**src/rtl/itimer_pkg.sv**
```systemverilog
package itimer_pkg;
  typedef enum logic [1:0] {
    FMT_NONE = 2'd0,
    FMT_LOW  = 2'd1,
    FMT_HIGH = 2'd2,
    FMT_PAIR = 2'd3
  } ld_fmt_e;

  typedef struct packed {
    logic [1:0] sel;
    ld_fmt_e    fmt;
    logic [2:0] mode;
    logic       bcd;
  } ctrl_word_t;

  localparam logic [2:0] MODE_SQUARE = 3'd3;
  localparam logic [1:0] CTRL_ADDR   = 2'd3;
endpackage

```
**src/rtl/itimer_port_dec.sv**
```systemverilog
module itimer_port_dec
  import itimer_pkg::*;
#(
  parameter int unsigned NUM_CH = 3,
  parameter int unsigned BUS_W  = 8
) (
  input  logic              clk_i,
  input  logic              rst_ni,
  input  logic              wr_i,
  input  logic [1:0]        addr_i,
  input  logic [BUS_W-1:0]  wdata_i,
  output logic [BUS_W-1:0]  ctrl_q_o,
  output logic [NUM_CH-1:0] cfg_wr_o,
  output logic [NUM_CH-1:0] data_wr_o
);
  ctrl_word_t cw;
  assign cw = ctrl_word_t'(wdata_i);

  always_ff @(posedge clk_i or negedge rst_ni) begin
    if (!rst_ni) ctrl_q_o <= '0;
    else if (wr_i && addr_i == CTRL_ADDR) ctrl_q_o <= wdata_i;
  end

  for (genvar ch = 0; ch < NUM_CH; ch++) begin : g_dec
    assign cfg_wr_o[ch]  = wr_i && addr_i == CTRL_ADDR && cw.sel == 2'(ch);
    assign data_wr_o[ch] = wr_i && addr_i == 2'(ch);
  end
endmodule

```
**src/rtl/itimer_chan.sv**
```systemverilog
module itimer_chan
  import itimer_pkg::*;
#(
  parameter int unsigned BUS_W = 8
) (
  input  logic             clk_i,
  input  logic             rst_ni,
  input  logic             tick_i,
  input  logic             cfg_wr_i,
  input  ctrl_word_t       cfg_i,
  input  logic             data_wr_i,
  input  logic [BUS_W-1:0] data_i,
  output logic             tc_o,
  output logic             bcd_o
);
  localparam int unsigned CNT_W = 2 * BUS_W;

  ld_fmt_e          fmt_q;
  logic [2:0]       mode_q;
  logic             hi_next_q;
  logic [BUS_W-1:0] lo_q;
  logic [CNT_W-1:0] cnt_q, reload_q, load_val;
  logic             run_q, load;

  always_comb begin
    load     = 1'b0;
    load_val = {data_i, lo_q};
    if (data_wr_i && fmt_q == FMT_PAIR && hi_next_q) load = 1'b1;
    if (data_wr_i && fmt_q == FMT_HIGH) begin
      load     = 1'b1;
      load_val = {data_i, {BUS_W{1'b0}}};
    end
  end

  always_ff @(posedge clk_i or negedge rst_ni) begin
    if (!rst_ni) begin
      fmt_q     <= FMT_NONE;
      mode_q    <= '0;
      bcd_o     <= 1'b0;
      hi_next_q <= 1'b0;
      lo_q      <= '0;
      cnt_q     <= '0;
      reload_q  <= '0;
      run_q     <= 1'b0;
      tc_o      <= 1'b0;
    end else begin
      tc_o <= 1'b0;
      if (cfg_wr_i) begin
        fmt_q     <= cfg_i.fmt;
        mode_q    <= cfg_i.mode;
        bcd_o     <= cfg_i.bcd;  // flagged only; counting stays binary
        hi_next_q <= 1'b0;
        run_q     <= 1'b0;
      end else if (load) begin
        cnt_q     <= load_val;
        reload_q  <= load_val;
        run_q     <= 1'b1;
        hi_next_q <= 1'b0;
      end else begin
        if (data_wr_i && fmt_q == FMT_PAIR) begin
          lo_q      <= data_i;
          hi_next_q <= 1'b1;
        end
        if (run_q && tick_i) begin
          if (cnt_q == CNT_W'(1)) begin
            tc_o <= 1'b1;
            if (mode_q == MODE_SQUARE) cnt_q <= reload_q;
            else begin
              cnt_q <= '0;
              run_q <= 1'b0;
            end
          end else begin
            cnt_q <= cnt_q - CNT_W'(1);
          end
        end
      end
    end
  end
endmodule

```
**src/rtl/interval_timer3.sv**
```systemverilog
module interval_timer3
  import itimer_pkg::*;
#(
  parameter int unsigned NUM_CH = 3,
  parameter int unsigned BUS_W  = 8
) (
  input  logic              clk_i,
  input  logic              rst_ni,
  input  logic              tick_i,
  input  logic              wr_i,
  input  logic [1:0]        addr_i,
  input  logic [BUS_W-1:0]  wdata_i,
  output logic [BUS_W-1:0]  rdata_o,
  output logic [NUM_CH-1:0] tc_o,
  output logic [NUM_CH-1:0] bcd_o
);
  logic [BUS_W-1:0]  ctrl_q;
  logic [NUM_CH-1:0] cfg_wr, data_wr;

  itimer_port_dec #(.NUM_CH(NUM_CH), .BUS_W(BUS_W)) i_dec (
    .clk_i     (clk_i),
    .rst_ni    (rst_ni),
    .wr_i      (wr_i),
    .addr_i    (addr_i),
    .wdata_i   (wdata_i),
    .ctrl_q_o  (ctrl_q),
    .cfg_wr_o  (cfg_wr),
    .data_wr_o (data_wr)
  );

  for (genvar ch = 0; ch < NUM_CH; ch++) begin : g_chan
    itimer_chan #(.BUS_W(BUS_W)) i_chan (
      .clk_i     (clk_i),
      .rst_ni    (rst_ni),
      .tick_i    (tick_i),
      .cfg_wr_i  (cfg_wr[ch]),
      .cfg_i     (ctrl_word_t'(wdata_i)),
      .data_wr_i (data_wr[ch]),
      .data_i    (wdata_i),
      .tc_o      (tc_o[ch]),
      .bcd_o     (bcd_o[ch])
    );
  end

  assign rdata_o = (addr_i == CTRL_ADDR) ? ctrl_q : '0;
endmodule

```
**config.mk**
```make
export PLATFORM = sky130hd
export DESIGN_NAME = interval_timer3
export DESIGN_NICKNAME = d
export VERILOG_FILES = /design/src/rtl/itimer_pkg.sv /design/src/rtl/itimer_port_dec.sv /design/src/rtl/itimer_chan.sv /design/src/rtl/interval_timer3.sv
export SDC_FILE = /design/constraint.sdc
export NUM_CORES = 1
export LEC_CHECK = 0
export CAP_MARGIN = 20
export CORE_UTILIZATION = 35
export DETAILED_ROUTE_END_ITERATION = 8
export PLACE_DENSITY = 0.49
export SLEW_MARGIN = 10
export SYNTH_ARGS = -nofsm -noshare
export SYNTH_HDL_FRONTEND = slang
export SYNTH_SLANG_ARGS = --single-unit
```
**constraint.sdc**
```tcl
create_clock -name clk_i -period 2.8 [get_ports clk_i]
set_clock_uncertainty 0.05 [all_clocks]
set_input_delay 0.7 -clock clk_i [delete_from_list [all_inputs] [get_ports clk_i]]
set_output_delay 0.7 -clock clk_i [all_outputs]
set_load 0.005 [all_outputs]
```
**Word-level counts from Yosys, hierarchy flattened**

Index checks and enable logic that the tools add are counted.

- Add/sub/neg operators: 3
- Multiply operators: 0
- Div/mod/pow operators: 0
- Order comparisons: 0
- Equal/unequal tests: 20
- Shifts and indexed selects: 0
- Mux-type cells: 58
- Bitwise operators: 6
- Reductions and logical operators: 45

Operators by type and width:

| cell | count |
|---|---|
| 2-to-1 mux 16 bit | 12 |
| == test 16 x 1 -> 1 bit, second input constant | 3 |
| subtractor 16 x 1 -> 16 bit, second input constant | 3 |
| 2-to-1 mux 1 bit | 42 |
| 2-to-1 mux 8 bit | 4 |
| nonzero test 3 bit | 9 |
| logical AND 1 bit | 19 |
| == test 2 bit, second input constant | 9 |
| AND reduction 3 bit | 6 |
| AND reduction 2 bit | 6 |
| == test 3 x 2 -> 1 bit, second input constant | 3 |
| != test 3 x 1 -> 1 bit, second input constant | 3 |
| inverter 1 bit | 6 |
| nonzero test 2 bit | 3 |
| == test 2 x 1 -> 1 bit, second input constant | 2 |
| logical NOT 2 bit | 2 |

- Bits in registers: 155
- Latch bits: 0
- Bits in writable memories: 0
- ROM bits: 0
- Input port bits: 14
- Output and inout port bits: 14
- Logic and storage cells: 160
- Memories: 0

**Logic depth before layout (Yosys ltp)**

Gate-level depths: netlist of the first run.

- Word-level depth: 8
- Depth in mapped cells: 8
- Mapped depth without buffers: 7

**Hierarchy**

From an unflattened synthesis of the first run, not the netlist that was laid out.

- Cells, all modules: 781
- Area total of the unflattened synthesis: 7990.2 um^2

Modules (own cells, without submodules):

| module | times used | cells an instance | area an instance (um^2) | sequential area each (um^2) |
|---|---|---|---|---|
| itimer_chan (g_chan[0].i_chan ...) | 2 | 249 | 2517.4 | 1226.2 |
| itimer_chan (g_chan[2].i_chan) | 1 | 251 | 2519.9 | 1226.2 |
| itimer_port_dec | 1 | 24 | 385.4 | 200.2 |
| interval_timer3 | 1 | 8 | 50.0 | 0.0 |

**Worst setup path after synthesis of the first run**

Ideal clock, no wire load.

- Path type: register to register
- Start: register g_chan[1].i_chan.cnt_q[2]
- End: register g_chan[1].i_chan.cnt_q[0]
- Library setup time: 0.124 ns
- Arrival: 2.155 ns
- Data required time: 2.626 ns
- Setup slack: 0.471 ns
- Cell stages (with the launch flop): 8
- Buffers on the path: 2
- Period minus slack after synthesis: 2.329 ns
- Cells stage by stage: dfrtp_1 buf_6 or4_1 buf_2 or4_4 a2111oi_4 a311o_1 a21oi_1

- Word-level cells in the longest chain between the ends: 4

RTL lines:

| item | line | text |
|---|---|---|
| from (decl) | itimer_chan.sv:22 | `logic [CNT_W-1:0] cnt_q, reload_q, load_val;` |
| from (signal assigned) | itimer_chan.sv:55 | `cnt_q <= load_val;` |
| from (signal assigned) | itimer_chan.sv:67 | `if (mode_q == MODE_SQUARE) cnt_q <= reload_q;` |
| from (signal assigned) | itimer_chan.sv:73 | `cnt_q <= cnt_q - CNT_W'(1);` |
| == test 16 x 1 -> 1 bit | itimer_chan.sv:65 | `if (cnt_q == CNT_W'(1)) begin` |
| 2-to-1 mux 16 bit | itimer_chan.sv:65 |  |
| 2-to-1 mux 16 bit | itimer_chan.sv:64 | `if (run_q && tick_i) begin` |
| 2-to-1 mux 16 bit | itimer_chan.sv:54 | `end else if (load) begin` |

No other way between the ends. The select of a mux whose other input is x is not followed.
A chain may end at the register's enable or synchronous reset.

**Final worst setup path of the first run**

- Start: input addr_i[0]
- End: output rdata_o[7]

- Word-level cells in the longest chain between the ends: 2

RTL lines:

| item | line | text |
|---|---|---|
| from (decl) | interval_timer3.sv:11 | `input logic [1:0] addr_i,` |
| == test 2 bit | interval_timer3.sv:45 | `assign rdata_o = (addr_i == CTRL_ADDR) ? ctrl_q : '0;` |
| 2-to-1 mux 8 bit | interval_timer3.sv:45 |  |
| to (decl) | interval_timer3.sv:13 | `output logic [BUS_W-1:0] rdata_o,` |

No other way between the ends.

==> results of run 1 <==
power by group through the flow:
stage          clock [mW]  sequential, mW  combinational (mW)
4_1_cts              2.51            3.65                2.60
6_report             2.44            3.66                2.60
3_3_place_gp            0            3.66                2.53
2_1_floorplan           0            3.41                1.98
5_1_grt              2.60            3.76                2.92
3_5_place_dp            0            3.67                2.59
logic make-up (layout without fill, tap and decap cells):
logic type,after synthesis,after routing,share of synthesized area
buf+inv,71,135,0.04269
xor+xnor,19,19,0.02080
flops,155,155,0.4848
mux,56,56,0.07787
simple gates,337,337,0.2111
fa+ha+maj,6,6,0.009382
compound gates,172,172,0.1534
cell type report:
class                      instances  area [µm²]  area share
tap                              280       350.3     0.03691
multi-input combinational        590        3781      0.3984
clock buffer                      18       439.2     0.04628
timing repair buffer              91       809.5     0.08530
sequential                       155        3879      0.4087
clock inverter                    14       186.4     0.01964
inverter                          12       45.04    0.004746
registers in the layout, indices dropped and copies added, names as in the netlist:
name	cells
g_chan.i_chan.reload_q	48
g_chan.i_chan.run_q	3
g_chan.i_chan.cnt_q	48
g_chan.i_chan.mode_q	9
g_chan.i_chan.hi_next_q	3
i_dec.ctrl_q_o	8
g_chan.i_chan.bcd_o	3
g_chan.i_chan.fmt_q	6
g_chan.i_chan.tc_o	3
g_chan.i_chan.lo_q	24
worst reg2reg max path, cell delays in order, from the launching register on:
cell	delay (ns)
dfrtp_1	0.44
or4_1	0.71
nor4b_1	0.57
and3_2	0.39
a221oi_1	0.11
a22oi_1	0.19
cell usage after synthesis (3+ instances only):
| cell | instances |
|---|---|
| buf_6 | 4 |
| a22o_1 | 11 |
| or2_2 | 4 |
| and4_1 | 4 |
| mux2_2 | 50 |
| a32oi_1 | 7 |
| dfrtp_1 | 155 |
| nor2_1 | 35 |
| nor3_1 | 20 |
| and4b_1 | 4 |
| a41oi_1 | 6 |
| and2_1 | 4 |
| a211oi_1 | 4 |
| nand3_1 | 22 |
| nor4_1 | 10 |
| o2bb2ai_1 | 3 |
| a22oi_1 | 13 |
| o21a_1 | 3 |
| or3_1 | 5 |
| nor3b_1 | 6 |
| a21o_1 | 5 |
| a221o_1 | 8 |
| nand2b_1 | 5 |
| a31oi_1 | 16 |
| nand4_1 | 12 |
| or4_1 | 5 |
| inv_1 | 12 |
| nand2_1 | 162 |
| o21ai_0 | 26 |
| buf_4 | 6 |
| xor2_1 | 8 |
| and3_1 | 13 |
| o31a_1 | 3 |
| o311ai_0 | 4 |
| a21oi_1 | 36 |
| clkbuf_1 | 37 |
| nor4b_1 | 5 |
| nand4b_1 | 4 |
| o211ai_1 | 6 |
| mux2i_1 | 6 |
| o31ai_1 | 4 |
| xnor2_1 | 11 |
| ha_1 | 6 |
| buf_2 | 7 |
worst min-delay path by stage:
stage,from,to,slack (ns),cells past startpoint
final,rst_ni,g_chan[2].i_chan.reload_q[11]$_DFFE_PN0P_,0.17,1
after global routing,rst_ni,g_chan[2].i_chan.reload_q[11]$_DFFE_PN0P_,0.21,1
after CTS,rst_ni,g_chan[2].i_chan.tc_o$_DFF_PN0_,0.19,1
after detailed placement,g_chan[1].i_chan.reload_q[6]$_DFFE_PN0P_,g_chan[1].i_chan.reload_q[6]$_DFFE_PN0P_,0.41,2
after global placement,g_chan[0].i_chan.reload_q[4]$_DFFE_PN0P_,g_chan[0].i_chan.reload_q[4]$_DFFE_PN0P_,0.41,2
after floorplan,rst_ni,g_chan[0].i_chan.bcd_o$_DFFE_PN0P_,0.35,0
metrics by stage:
step,utilization,instance area (µm²),setup WS (ns),instances
2_1_floorplan,-,8001,0.4711,816
3_3_place_gp,0.4009,8857,0.04728,1128
3_5_place_dp,0.4009,8857,0.04147,1128
4_1_cts,0.4292,9483,0.01818,1160
5_1_grt,0.4296,9490,0.006562,1160
6_report,0.4296,9490,0.03781,1160
per-layer routing:
layer,wire (µm),up-vias,GRT usage
met5,0,-,0
met3,1041,30,0.03771
met4,374,0,0.06638
li1,-,3077,-
met1,10480,3235,0.2690
met2,10250,155,0.3159
==> reports/summary.txt, run 1 <==
RUN STATUS
------------------------------------------------------------------------------------------------------
Result of the run                                                                         complete, no violations

CRITICAL PATH
------------------------------------------------------------------------------------------------------
Type of the setup path with the least slack                                               input pin to primary output
Critical-path cell list                                                                   clkdlybuf4s50_1, buf_6, and3_1, clkdlybuf4s50_1
Worst setup path end                                                                        rdata_o[7]
Peak per-stage delay on the critical path                                                      0.50 ns
CP Capture Type                                                                           primary output
Length in cells of the worst reg-to-reg path                                                         5
Launching element type of the critical path                                                  input pin
Required time at the endpoint of the critical path                                             2.05 ns
Crit. path cell count                                                                                4
Flop-to-flop setup slack                                                                       0.26 ns
Count of buffering cells on the critical path with inverters included                                3
Maximum net fanout on the critical path                                                             10
Worst setup path startpoint                                                                  addr_i[0]
Critical Path Slowest Stage Cell                                                          clkdlybuf4s50_1
Launch instance of the worst register-to-register path                                    g_chan[1].i_chan.cnt_q[4]$_DFFE_PN0P_
Most common cell type on the critical path                                                clkdlybuf4s50_1
Endpoint of the most critical register-to-register path                                   g_chan[1].i_chan.cnt_q[9]$_DFFE_PN0P_
Data arrival time of the critical path                                                         2.01 ns
CP delay by family, top                                                                   buffers and inverters

PWR
------------------------------------------------------------------------------------------------------
Internal power consumption                                                                    5.627 mW
Combinational group share of total power                                                         0.298
Clock network power share                                                                        0.281
Power density relative to cell area                                                       917.0 nW/µm²
Total net switching power                                                                     3.076 mW
Sequential share of power                                                                        0.421
Leakage Power                                                                                 4.287 nW
Post-route total power                                                                        8.703 mW
Switching share of total power                                                                  0.3534
Largest vdd supply drop                                                                       392.4 µV

YOSYS
------------------------------------------------------------------------------------------------------
Area contributors post-synth                                                              dfrtp_1 48%, nand2_1 7.6%, mux2_2 7.0%, a21oi_1 2.3%, clkbuf_1 1.7%
Flop and latch count out of synthesis                                                              155
Post-synthesis average cell area                                                             9.806 µm²
Gate count after technology mapping                                                                816
Cell type with the highest aggregate area in the netlist                                       dfrtp_1
Count of warnings emitted by yosys                                                                   0
Count of distinct cell types in the synthesized netlist                                             77
Net Count, Synth                                                                                   836
Sequential cell area fraction in the yosys report                                               0.4848
Netlist area before placement                                                                 8001 µm²
Number of flops mapped to enable cells by yosys                                                      0
Synth top area share                                                                            0.4848
Share of flip-flops with an asynchronous set or reset after synthesis                            1.000
Commonest register cell after synthesis                                                        dfrtp_1

STA
------------------------------------------------------------------------------------------------------
Final-report hold violation count                                                                    0
Post-layout min period                                                                        2.762 ns
Worst Hold Margin                                                                            0.1726 ns
Setup TNS                                                                                         0 ns
Tightest Pin Transition                                                                      0.8241 ns
Count of endpoints failing setup in the final report                                                 0
Final max-slew violation count                                                                       0
Unrepaired setup endpoints after global routing                                                     no
Relative slew margins                                                                           0.4455
Ratio of final minimum period to clock period                                                   0.9865
Highest Clock Rate                                                                           362.0 MHz

FLOORPLANNING
------------------------------------------------------------------------------------------------------
Count of boundary I/O pins                                                                          28
Area of the placeable core                                                                   22090 µm²
Overall die area                                                                             23470 µm²
Effective utilization at floorplan                                                              0.3622
Die boundary width                                                                            153.2 µm
Die height                                                                                    153.2 µm
Number of placement rows                                                                            54

CTS
------------------------------------------------------------------------------------------------------
Clock transition at the register clock pins on the worst setup and hold paths after CTS        0.07 ns
Post-cts gate resize count                                                                           0
Number of buffers added to fix hold violations after cts                                             0
Number of buffers added by the clock tree synthesis step                                            17
CTS tree                                                                                         built
Total number of clock tree sinks                                                                   155
Source-to-sink clock delay at the later pin of the worst-skew pair                             0.43 ns
H-Tree Depth                                                                                         4
Clk root buf                                                                                 clkbuf_16
Post-CTS repair timing setup buffer count                                                            0
Max clock buf depth                                                                                  2

DETAILED ROUTING
------------------------------------------------------------------------------------------------------
Total number of vias                                                                              6497
Wire length per cell after detailed routing                                                   19.09 µm
Count of antenna-violating nets left after detailed routing                                          0
Detailed-routing iteration count for the pre-antenna-repair pass                                     5
DRC errors left                                                                                      0
Count of routing violations after the opening detailed-route iteration                             421
Vias per cell                                                                                    5.601
Final routed wirelength across all metal layers                                               22.15 mm

LAYOUT
------------------------------------------------------------------------------------------------------
Number of antenna repair diodes                                                                      0
Commonest cells after routing, fill and taps aside                                        162 x nand2_1, 155 x dfrtp_1, 58 x buf_4
Most frequent standard cell in the layout excluding fill and tap cells                         nand2_1
Count of nets after finishing                                                                      887
Area added between synthesis and finish                                                         18.61%
Filler cell count in the final layout                                                             2114
Layout cells sized above 1                                                                      0.1864

GRT
------------------------------------------------------------------------------------------------------
Pin count of the biggest net entering global routing                                                52
Total congestion overflow                                                                            0
Number of global-route vias before repair                                                         6700
Wire length of the first global-routing pass                                                  36.36 mm
Antenna violations before repair                                                                     0
Combined global-route utilization of all metal layers                                           0.1979

RUN
------------------------------------------------------------------------------------------------------
Max_cap viols                                                                                        0

PLACEMENT
------------------------------------------------------------------------------------------------------
Post-DP HPWL                                                                                  15.14 mm
Count of input and output buffers                                                                   27
Gpl congestion                                                                                  0.8600

MIN PATH
------------------------------------------------------------------------------------------------------
Min-delay worst type                                                                      input pin to asynchronous set/reset pin

Note: power is estimated with default switching activity, not from simulation.
==> inputs of run 2 (changes only) <==
--- a/config.mk
+++ b/config.mk
@@ -14,2 +14,3 @@
 export SYNTH_HDL_FRONTEND = slang
 export SYNTH_SLANG_ARGS = --single-unit
+export TNS_END_PERCENT = 30
--- a/constraint.sdc
+++ b/constraint.sdc
@@ -3,3 +3,3 @@
 set_input_delay 0.7 -clock clk_i [delete_from_list [all_inputs] [get_ports clk_i]]
 set_output_delay 0.7 -clock clk_i [all_outputs]
-set_load 0.005 [all_outputs]
+set_load 0.1 [all_outputs]
==> run 2 against run 1 <==
First-iteration DRC count is 9.3% higher. Register-to-register slack better by 0.03 ns. Critical path type unchanged. Largest power group unchanged. Highest routed layer unchanged. Die area stayed put. Largest cell class unchanged.
==> reports/summary.txt, run 2 (same netlist as run 1, synthesis figures left out) <==
CTS
------------------------------------------------------------------------------------------------------
Clock transition at the register clock pins on the worst setup and hold paths after CTS        0.07 ns
Number of buffers added to fix hold violations after cts                                             0
Total number of clock tree sinks                                                                   155
Clk root buf                                                                                 clkbuf_16
Post-CTS repair timing setup buffer count                                                            0
Max clock buf depth                                                                                  2
Post-cts gate resize count                                                                           0
H-Tree Depth                                                                                         4
Source-to-sink clock delay at the later pin of the worst-skew pair                             0.44 ns
Number of buffers added by the clock tree synthesis step                                            17
CTS tree                                                                                         built

LAYOUT
------------------------------------------------------------------------------------------------------
Filler cell count in the final layout                                                             2112
Area added between synthesis and finish                                                         19.50%
Top Registers                                                                             g_chan.i_chan.cnt_q: 48 flops, g_chan.i_chan.reload_q: 48 flops, g_chan.i_chan.lo_q: 24 flops
Most frequent standard cell in the layout excluding fill and tap cells                         nand2_1
Post-route non-filler standard cell count                                                         1160
Count of nets after finishing                                                                      887
Commonest cells after routing, fill and taps aside                                        162 x nand2_1, 155 x dfrtp_1, 65 x buf_4
Post-route standard cell area excluding fillers                                               9562 µm²
Utilization after layout                                                                        0.4328
Layout cells sized above 1                                                                      0.2023
Number of antenna repair diodes                                                                      0

STA
------------------------------------------------------------------------------------------------------
Post-layout min period                                                                        2.690 ns
Count of endpoints failing setup in the final report                                                 0
Ratio of final minimum period to clock period                                                   0.9606
Tightest Pin Transition                                                                      0.7761 ns
Unrepaired setup endpoints after global routing                                                     no
Highest Clock Rate                                                                           371.8 MHz
Relative slew margins                                                                           0.4826
Final max-slew violation count                                                                       0
Final-report hold violation count                                                                    0
Final worst slack                                                                            0.1103 ns
Setup TNS                                                                                         0 ns

PWR
------------------------------------------------------------------------------------------------------
Largest vdd supply drop                                                                       364.5 µV
Total net switching power                                                                     3.286 mW
Leakage Power                                                                                 4.354 nW
Internal power consumption                                                                    5.653 mW
Power density relative to cell area                                                       934.9 nW/µm²
Combinational group share of total power                                                         0.311
Clock network power share                                                                        0.280
Switching share of total power                                                                  0.3677
Sequential share of power                                                                        0.409

CRITICAL PATH
------------------------------------------------------------------------------------------------------
Type of the setup path with the least slack                                               input pin to primary output
Launching element type of the critical path                                                  input pin
Endpoint of the most critical register-to-register path                                   g_chan[1].i_chan.cnt_q[6]$_DFFE_PN0P_
Length in cells of the worst reg-to-reg path                                                         7
Data arrival time of the critical path                                                         1.94 ns
Launch instance of the worst register-to-register path                                    g_chan[1].i_chan.cnt_q[1]$_DFFE_PN0P_
Flop-to-flop setup slack                                                                       0.29 ns
CP Capture Type                                                                           primary output
Maximum net fanout on the critical path                                                              9
Required time at the endpoint of the critical path                                             2.05 ns

GRT
------------------------------------------------------------------------------------------------------
Wire length of the first global-routing pass                                                  36.89 mm
Antenna violations before repair                                                                     0
Total congestion overflow                                                                            0
Number of global-route vias before repair                                                         6709
Combined global-route utilization of all metal layers                                           0.2001
Pin count of the biggest net entering global routing                                                60

PLACEMENT
------------------------------------------------------------------------------------------------------
Placed Instances                                                                                  1128
Post-DP HPWL                                                                                  14.88 mm
Cell area after placement                                                                     8935 µm²
Count of input and output buffers                                                                   27
Setup Slack @ Placement                                                                    -0.08545 ns
Gpl congestion                                                                                  0.8773

FLOORPLANNING
------------------------------------------------------------------------------------------------------
Count of boundary I/O pins                                                                          28
Die height                                                                                    153.2 µm
Effective utilization at floorplan                                                              0.3622
Die boundary width                                                                            153.2 µm
Number of placement rows                                                                            54
Overall die area                                                                             23470 µm²
Area of the placeable core                                                                   22090 µm²

DETAILED ROUTING
------------------------------------------------------------------------------------------------------
WL met2                                                                                       10.34 mm
Total number of vias                                                                              6558
Wire length per cell after detailed routing                                                   19.06 µm
Met3 WL post-DR                                                                                 957 µm
Vias per cell                                                                                    5.653
Count of routing violations after the opening detailed-route iteration                             460
Count of antenna-violating nets left after detailed routing                                          0
Detailed-routing iteration count for the pre-antenna-repair pass                                     6
Post-Route M1 WL                                                                              10.33 mm
Final routed wirelength across all metal layers                                               22.11 mm
Max layer used                                                                                    met4
DRC errors left                                                                                      0

MIN PATH
------------------------------------------------------------------------------------------------------
Min-delay worst type                                                                      input pin to asynchronous set/reset pin

RUN STATUS
------------------------------------------------------------------------------------------------------
Result of the run                                                                         complete, no violations

RUN
------------------------------------------------------------------------------------------------------
Max_cap viols                                                                                        0

## run 2: worst max-delay path: stages
cell and delay, ns:
clkdlybuf4s50_1 0.61, buf_4 0.21, and3_1 0.23, buf_12 0.19
## run 2: final cells by class
| class | instances | area, µm² | share of cell area |
|---|---|---|---|
| clock inverters | 15 | 201.4 | 0.02107 |
| clock buffers | 17 | 425.4 | 0.04449 |
| repair buffers | 91 | 879.6 | 0.09199 |
| multi-input cells | 590 | 3781 | 0.3954 |
| well taps | 280 | 350.3 | 0.03664 |
| flip-flops and latches | 155 | 3879 | 0.4057 |
| inverters | 12 | 45.04 | 0.004711 |
## run 2: routing by layer
metal  global-route usage  vias up
met5                    0        -
met4              0.07119        0
met3              0.03487       45
met2               0.3155      163
met1               0.2760     3286
li1                     -     3064
## run 2: power by group through the flow
stage	Clock, mW	Combinational [mW]	Sequential, mW
CTS	2.55	2.78	3.63
floorplan	0	2.12	3.41
finish	2.51	2.78	3.65
global placement	0	2.71	3.65
global route	2.65	3.11	3.76
detailed placement	0	2.77	3.66
## run 2: worst max path at each step
| stage | to | slack (ns) | from |
|---|---|---|---|
| 2_1_floorplan | rdata_o[0] | 0.35 | addr_i[0] |
| 3_3_place_gp | g_chan[0].i_chan.cnt_q[8]$_DFFE_PN0P_ | -0.06 | wr_i |
| 3_5_place_dp | g_chan[0].i_chan.cnt_q[8]$_DFFE_PN0P_ | -0.09 | wr_i |
| 4_1_cts | rdata_o[7] | 0.1 | addr_i[0] |
| 5_1_grt | rdata_o[2] | 0.05 | addr_i[0] |
| 6_report | rdata_o[7] | 0.11 | addr_i[0] |
## run 2: stage by stage
step | power (mW) | hold WS, ns
after floorplan | 5.534 | 0.3544
after global placement | 6.357 | 0.4041
after detailed placement | 6.429 | 0.4114
after CTS | 8.972 | 0.1324
after global routing | 9.522 | 0.1429
final | 8.939 | 0.1208
